<file path="config.mk">
export PLATFORM = sky130hd
export DESIGN_NAME = pe_group_sequencer
export DESIGN_NICKNAME = d
export VERILOG_FILES = /design/src/rtl/pe_group_pkg.sv /design/src/rtl/pe_group_ctrl.sv /design/src/rtl/pe_group_hold.sv /design/src/rtl/pe_group_sequencer.sv
export SDC_FILE = /design/constraint.sdc
export NUM_CORES = 1
export LEC_CHECK = 0
export ABC_CLOCK_PERIOD_IN_PS = 2400
export BUFFER_PORTS_ARGS = -buffer_cell sky130_fd_sc_hd__buf_2
export CAP_MARGIN = 10
export CORE_ASPECT_RATIO = 1.1
export CORE_UTILIZATION = 56
export CTS_BUF_LIST = sky130_fd_sc_hd__clkbuf_4 sky130_fd_sc_hd__clkbuf_8
export CTS_CLUSTER_DIAMETER = 40
export DETAILED_ROUTE_END_ITERATION = 16
export GPL_TIMING_DRIVEN = 0
export PLACE_DENSITY = 0.86
export SKIP_LAST_GASP = 1
export SYNTH_ARGS = -nofsm -noshare
export SYNTH_HDL_FRONTEND = slang
export SYNTH_SLANG_ARGS = --single-unit
</file>
<file path="constraint.sdc">
create_clock -name clk -period 2.4 [get_ports clk]
set_input_delay 0.12 -clock clk [delete_from_list [all_inputs] [get_ports clk]]
set_output_delay 0.12 -clock clk [all_outputs]
set_load 0.01 [all_outputs]
</file>
<file path="src/rtl/pe_group_pkg.sv">
package pe_group_pkg;
   typedef enum logic [1:0] {
      ST_IDLE  = 2'd0,
      ST_GRAB  = 2'd1,
      ST_DRAIN = 2'd2
   } grp_state_e;
endpackage

</file>
<file path="src/rtl/pe_group_ctrl.sv">
module pe_group_ctrl
   import pe_group_pkg::*;
#(
   parameter int TRACKS = 9,
   parameter int GROUP  = 5,
   parameter int CNT_W  = 3
) (
   input  logic              clk,
   input  logic              rst,
   input  logic [TRACKS-1:0] trk_rdy,
   input  logic              dn_full,
   output logic              load_pulse,
   output logic              shift_pulse,
   output logic              cap_en,
   output logic              wr_en,
   output logic [CNT_W-1:0]  idx,
   output logic              ecc_full
);
   localparam logic [CNT_W-1:0] LAST = CNT_W'(GROUP - 1);

   grp_state_e       state;
   logic [CNT_W-1:0] cnt;
   logic             all_rdy;

   assign all_rdy = &trk_rdy;

   always_ff @(posedge clk) begin
      if (rst) begin
         state    <= ST_IDLE;
         cnt      <= '0;
         ecc_full <= 1'b0;
      end else begin
         case (state)
            ST_IDLE: begin
               cnt <= '0;
               if (all_rdy) state <= ST_GRAB;
            end
            ST_GRAB: begin
               if (cnt == LAST) begin
                  state    <= ST_DRAIN;
                  cnt      <= '0;
                  ecc_full <= 1'b1;
               end else begin
                  cnt <= cnt + 1'b1;
               end
            end
            ST_DRAIN: begin
               if (!dn_full) begin
                  if (cnt == LAST) begin
                     state    <= ST_IDLE;
                     cnt      <= '0;
                     ecc_full <= 1'b0;
                  end else begin
                     cnt <= cnt + 1'b1;
                  end
               end
            end
            default: state <= ST_IDLE;
         endcase
      end
   end

   always_comb begin
      cap_en      = (state == ST_GRAB);
      load_pulse  = cap_en && (cnt == '0);
      shift_pulse = cap_en && (cnt != '0);
      wr_en       = (state == ST_DRAIN) && !dn_full;
      idx         = cnt;
   end
endmodule

</file>
<file path="src/rtl/pe_group_hold.sv">
module pe_group_hold #(
   parameter int GROUP   = 5,
   parameter int BYTE_W  = 9,
   parameter int CNT_W   = 3,
   parameter bit MASK_EN = 1'b1
) (
   input  logic              clk,
   input  logic              cap_en,
   input  logic [CNT_W-1:0]  idx,
   input  logic [BYTE_W-1:0] din,
   input  logic [BYTE_W-1:0] mask,
   output logic [BYTE_W-1:0] dout
);
   logic [BYTE_W-1:0] ent [GROUP];
   logic [BYTE_W-1:0] raw;

   always_ff @(posedge clk) begin
      for (int g = 0; g < GROUP; g++) begin
         if (cap_en && (idx == CNT_W'(g))) ent[g] <= din;
      end
   end

   always_comb begin
      raw = '0;
      for (int g = 0; g < GROUP; g++) begin
         if (idx == CNT_W'(g)) raw = ent[g];
      end
   end

   generate
      if (MASK_EN) begin : g_fix
         assign dout = raw ^ mask;
      end else begin : g_pass
         logic [BYTE_W-1:0] unused_mask;
         assign unused_mask = mask;
         assign dout = raw;
      end
   endgenerate
endmodule

</file>
<file path="src/rtl/pe_group_sequencer.sv">
module pe_group_sequencer #(
   parameter int TRACKS  = 9,
   parameter int BYTE_W  = 9,
   parameter int GROUP   = 5,
   parameter bit MASK_EN = 1'b1,
   localparam int CNT_W  = (GROUP > 1) ? $clog2(GROUP) : 1
) (
   input  logic              clk,
   input  logic              rst,
   input  logic [TRACKS-1:0] trk_rdy,
   input  logic [BYTE_W-1:0] skew_byte,
   input  logic [BYTE_W-1:0] fix_mask,
   input  logic              dn_full,
   output logic              load_pulse,
   output logic              shift_pulse,
   output logic              ecc_full,
   output logic [CNT_W-1:0]  fix_sel,
   output logic              out_valid,
   output logic [BYTE_W-1:0] out_byte
);
   generate
      if (GROUP < 2) begin : g_bad_group
         $error("GROUP must be at least 2");
      end
      if (TRACKS < 1) begin : g_bad_tracks
         $error("TRACKS must be at least 1");
      end
      if (BYTE_W < 1) begin : g_bad_width
         $error("BYTE_W must be at least 1");
      end
   endgenerate

   logic             cap_en;
   logic             wr_en;
   logic [CNT_W-1:0] idx;

   pe_group_ctrl #(
      .TRACKS (TRACKS),
      .GROUP  (GROUP),
      .CNT_W  (CNT_W)
   ) u_ctrl (
      .clk         (clk),
      .rst         (rst),
      .trk_rdy     (trk_rdy),
      .dn_full     (dn_full),
      .load_pulse  (load_pulse),
      .shift_pulse (shift_pulse),
      .cap_en      (cap_en),
      .wr_en       (wr_en),
      .idx         (idx),
      .ecc_full    (ecc_full)
   );

   pe_group_hold #(
      .GROUP   (GROUP),
      .BYTE_W  (BYTE_W),
      .CNT_W   (CNT_W),
      .MASK_EN (MASK_EN)
   ) u_hold (
      .clk    (clk),
      .cap_en (cap_en),
      .idx    (idx),
      .din    (skew_byte),
      .mask   (fix_mask),
      .dout   (out_byte)
   );

   assign out_valid = wr_en;
   assign fix_sel   = idx;
endmodule

</file>
# Yosys cells after proc, flatten, opt, wreduce, memory -nomap -nowiden
# Memories as Yosys holds them, arrays and structs flattened.
# Cells that the tools add are included.
[word_totals]
register_bits = 6
out_inout_bits = 16
inputBits = 30
n_memories = 1
ramBits = 45
word_cells = 76
[classes]
bitwise_logic = 1
add_sub_neg = 1
n_reduce_logical = 21
mux = 39
n_eq_ne = 10
[mem_list]
columns = ["name", "words", "width", "read_ports", "rd_ports_with_merged_regs", "wr", "line", "rtl"]
rows = [
  ["u_hold.ent", 5, 9, 5, 0, 1, "pe_group_hold.sv:14", "logic [BYTE_W-1:0] ent [GROUP];"],
]
[op_table]
columns = ["op", "count"]
rows = [
  ["$mux 9", 9],
  ["$reduce_or 9->1", 4],
  ["$mux 3", 6],
  ["$mux 1", 17],
  ["$pmux 3 s3", 1],
  ["$reduce_and 9->1", 1],
  ["$xor 9x9->9", 1],
  ["$mux 2", 4],
  ["$reduce_and 4->1", 2],
  ["$logic_and 1x1->1", 7],
  ["$eq 3x2->1 const B", 2],
  ["$pmux 2 s3", 1],
  ["$reduce_bool 3->1", 2],
  ["$ne 2x1->1 const B", 2],
  ["$ne 2x2->1 const B", 2],
  ["$add 3x1->3 const B", 1],
  ["$eq 3x1->1 const B", 1],
  ["$eq 3x3->1 const B", 1],
  ["$logic_not 3->1", 1],
  ["$eq 2x1->1 const B", 1],
  ["$eq 2x2->1 const B", 1],
  ["$logic_not 2->1", 1],
  ["$pmux 1 s2", 1],
  ["$reduce_and 2->1", 1],
  ["2 further kinds", 2],
]

# Depth between registers and ports, before layout
[logic_depth]
depth_word = 9
depth_mapped = 7

# Modules after synthesis
# A second synthesis with hierarchy kept.
[hier_totals]
cells_unflattened = 156
area_unflattened_um2 = 2304.7
[modules_own_cells]
columns = ["module", "seq_area_each_um2", "cells_each", "n_inst", "area_per_inst_um2"]
rows = [
  ["pe_group_hold", 1351.3, 105, 1, 1858.0],
  ["pe_group_ctrl", 120.1, 51, 1, 446.7],
]

# Least setup slack after synthesis
# No wires, ideal clock.
[synth_timing]
path_kind = "register to register"
startpoint = "register u_ctrl.cnt[2] (netlist: u_ctrl.idx[2])"
endpoint = "memory u_hold.ent[3][0] (netlist: u_hold.ent[0][27]), enable pin"
path_buffers = 2
t_required_ps = 2063
setup_ps = 337
path_stages_with_launch = 6
setup_slack_ps = 698
arrival_time_ps = 1364
period_less_slack_ps = 1702
path_cell_list = "dfxtp_1 buf_2 inv_1 ha_1 clkbuf_1 and2_1"
[synth_between]
elab_chain_cells = 9
word_cells_on_any_way = 32
[synth_rtl]
columns = ["item", "line", "rtl"]
rows = [
  ["from (decl)", "pe_group_ctrl.sv:22", "logic [CNT_W-1:0] cnt;"],
  ["from (signal assigned)", "pe_group_ctrl.sv:44", "cnt <= cnt + 1'b1;"],
  ["from (signal assigned)", "pe_group_ctrl.sv:54", "cnt <= cnt + 1'b1;"],
  ["$eq 3x1->1", "pe_group_hold.sv:19", "if (cap_en && (idx == CNT_W'(g))) ent[g] <= din;"],
  ["$logic_and 1x1->1", "pe_group_hold.sv:19", ""],
  ["$mux 1", "pe_group_hold.sv:19", ""],
  ["$mux 1 (not written as such)", "pe_group_hold.sv:19", ""],
  ["$reduce_or 9->1 (no source line)", "--", ""],
  ["$mux 3 (no source line) or $mux 1 (tied branches) (4 in series)", "--", ""],
  ["to (decl)", "pe_group_hold.sv:14", ""],
]
# Several ways; a longest one is shown, not always the timed one.

# Worst setup path in the final report
[layout_timing]
startpoint = "register u_ctrl.cnt[2] (netlist: u_ctrl.idx[2])"
endpoint = "output out_byte[7]"
[layout_between]
elab_chain_cells = 7
word_cells_on_any_way = 11
[layout_rtl]
columns = ["item", "line", "rtl"]
rows = [
  ["$logic_not 3->1", "pe_group_hold.sv:26", "if (idx == CNT_W'(g)) raw = ent[g];"],
  ["$mux 9 (4 in series)", "pe_group_hold.sv:26", ""],
  ["$mux 9 (*)", "pe_group_hold.sv:26", ""],
  ["$xor 9x9->9 (*)", "pe_group_hold.sv:32", "assign dout = raw ^ mask;"],
  ["to (decl)", "pe_group_sequencer.sv:19", "output logic [BYTE_W-1:0] out_byte"],
]
# Mark *: on every way between the ends. The rest lies on a longest branch, timed or not.

==> impl_metrics.yaml <==
setup_path:
  critPathKind: "register to primary output"
  crit_chain: "clkbuf_4, inv_1, ha_1, clkbuf_2, a31oi_1, o21ai_1, xor2_1, buf_2"
  worstPathRequired_ns: 2.28
  cp_top_family: "buffers and inverters"
  critPathLaunchType: "register"
  crit_path_max_fanout: 10
  cp_num_buf_inv: 4
  critPathCaptureType: "primary output"
  max_stage_delay_ns: 0.42
  arrival_ns: 2.15
  slowest_stage: "dfxtp_4"
clocking:
  numCtsBuffers: 5
  cts_tree: "done"
  cts.path.max_buffers: 2
  clk_pin_slew_ns: 0.09
  holdBufCountCts: 0
  cts_setup_buffers: 0
  insertion_delay_ns: 0.30
  htree_levels: 2
  clock_sinks: 51
  clockRootBuffer: "clkbuf_8"
layout:
  fin_cells: 272
  layout.nets: 259
  drive_gt1_share_pct: 34.1
  num_antenna_cells: 0
  fin_util_pct: 69.4
  final_area_mm2: 0.00275
  synthToLayoutAreaGrowth_pct: 19.3
timing:
  setup_viol: 0
  postLayoutSetupSlackWorst_ns: 0.134
  maxSlewViolCount: 0
  fin_skew_ns: 0.00913
  relSlewSlack_pct: 62.3
  period_needed_ns: 2.27
  finalSetupTns_ns: 0
  clock.fmax_mhz: 441
  worstMarginPinSlew_ns: 0.566
  hold_ws_ns: 0.0414
  period_share_pct: 94.4
  hold_viol: 0
  rsz0062_at_grt: "no"
placement:
  place_congestion: 0.880
  placedCellCount: 263
  dp.final_hpwl_mm: 3.20
  pre_cts_ws_ns: 0.270
  post_dp_cell_area_mm2: 0.00260
  io_buffers: 45
global_route:
  grt_max_degree: 16
  overflow: 0
  grt_use_total_pct: 24.0
  first_global_vias: 1527
  antenna_found_initial: 0
  grt_pass1_wl_mm: 7.62
yosys:
  yosysWarnings: 0
  ys_async_sr_fraction_pct: 0
  ys_types: 34
  synth_common_cells: "edfxtp_1, and3_1, ha_1, o21ai_0"
  synth-edff-count: 45
  yosysSeqAreaShare_pct: 63.8
  synth_top_area_cell: "edfxtp_1"
  syn-cell-area_mm2: 0.00231
  yosysMostFrequentCell: "edfxtp_1"
  synth_top_area_share_pct: 58.6
  syn-num-nets: 206
  yosys-top-cells-area: "edfxtp_1, a221oi_2, ha_1, dfxtp_1, xor2_1"
  ys_ff_latch: 51
  netlist_instances: 166
  syn_avg_cell_area_um2: 13.9
  synthFlopType: "edfxtp_1"
route:
  antenna_left: 0
  vias: 1562
  wl_mm: 4.82
  drc: 0
  post_drt_wl_per_cell_um: 17.7
  via_per_inst: 5.74
  first_pass_iters: 4
  drt_iter0_markers: 96
pwr:
  power.leakage_nw: 1.08
  total_power_mw: 1.71
  p_sw_share_pct: 17.1
  intPower_mw: 1.42
  switchingPower_uw: 292
  power_frac_seq_pct: 56.3
  ir_drop_v: 0.000436
  p_clk_share_pct: 40.2
  powerDensity_mw_per_mm2: 622
  pwr-share-comb_pct: 3.5
floorplanning:
  row_count: 24
  dieArea_mm2: 0.00438
  initial_core_util_pct: 58.2
  die_h_um: 69.3
  die_x_um: 63.2
  io_pins: 46
  core-area_mm2: 0.00396
min_path:
  hold_path.class: "primary input to register"
flow_run:
  cap_violations: 0
outcome:
  status: "completed"
## worst register-to-register path, stage by stage, from the launching register on
cell and delay [ns]:
dfxtp_4 0.39, clkbuf_4 0.19, inv_1 0.09, ha_1 0.28, clkbuf_2 0.29, and2_1 0.46
## repair_timing
action,4_1_cts,5_1_grt
endpoints found under the setup margin,7,9
gates resized for setup,2,4
cloned,0,1
endpoints found under the hold margin,0,0
pin swaps,0,1
## worst paths after layout
check | from | end | slack, ns | depth (start not counted)
min | skew_byte[0] | u_hold.ent[0][9] | 0.04 | 1
min reg2reg | u_ctrl.ecc_full | u_ctrl.ecc_full | 0.50 | 2
max | u_ctrl.idx[2] | out_byte[7] | 0.13 | 8
max reg2reg | u_ctrl.idx[2] | u_hold.ent[0][31] | 0.35 | 5
## sequential cells by signal (all words and copies together) (netlist names)
signal           cells
u_ctrl.idx           3
u_ctrl.state         2
u_hold.ent          45
u_ctrl.ecc_full      1
## cell type report
class | count | area (um^2)
Multi-Input combinational cell | 102 | 779
Inverter | 7 | 26.3
Tap cell | 52 | 65.1
Buffer | 7 | 43.8
Timing Repair Buffer | 45 | 225
Fill cell | 294 | 1210
Sequential cell | 51 | 1480
Clock buffer | 6 | 76.3
Clock inverter | 2 | 60.1
## power by group through the flow
stage,clock (mW),sequential (mW),combinational (mW)
2_1_floorplan,0,0.987,0.0155
3_3_place_gp,0,0.986,0.0574
3_5_place_dp,0,0.986,0.0605
4_1_cts,0.700,0.965,0.0607
5_1_grt,0.734,0.965,0.0655
6_report,0.688,0.964,0.0600
## logic make-up after synthesis
| logic type | synth area share [%] |
|---|---|
| flip-flops | 63.8 |
| AO/OA/AOI/OAI | 16.0 |
| AND/OR/NAND/NOR | 8.47 |
| buffers and inverters | 2.88 |
| adder cells (fa/ha/maj) | 5.43 |
| XOR/XNOR | 3.42 |
## cells in the final DEF, fill, tap and decap left out, types with 7 or more instances in the layout
cell	count
a221oi_2	9
and3_1	11
ha_1	10
o21ai_0	10
o21ai_1	8
xor2_1	9
edfxtp_1	45
inv_1	7
a31oi_1	9
buf_2	48
## routing by layer
| metal | wire length [um] | vias to the layer above | track usage (%) | share of wire [%] |
|---|---|---|---|---|
| met4 | 35 | 0 | 7.58 | 0.73 |
| met2 | 2570 | 55 | 42.2 | 53 |
| met3 | 278 | 4 | 5.92 | 5.8 |
| met5 | 0 | - | 0 | 0 |
| met1 | 1940 | 759 | 28.6 | 40 |
| li1 | - | 744 | - | - |
(Power assumes the default switching activity.)
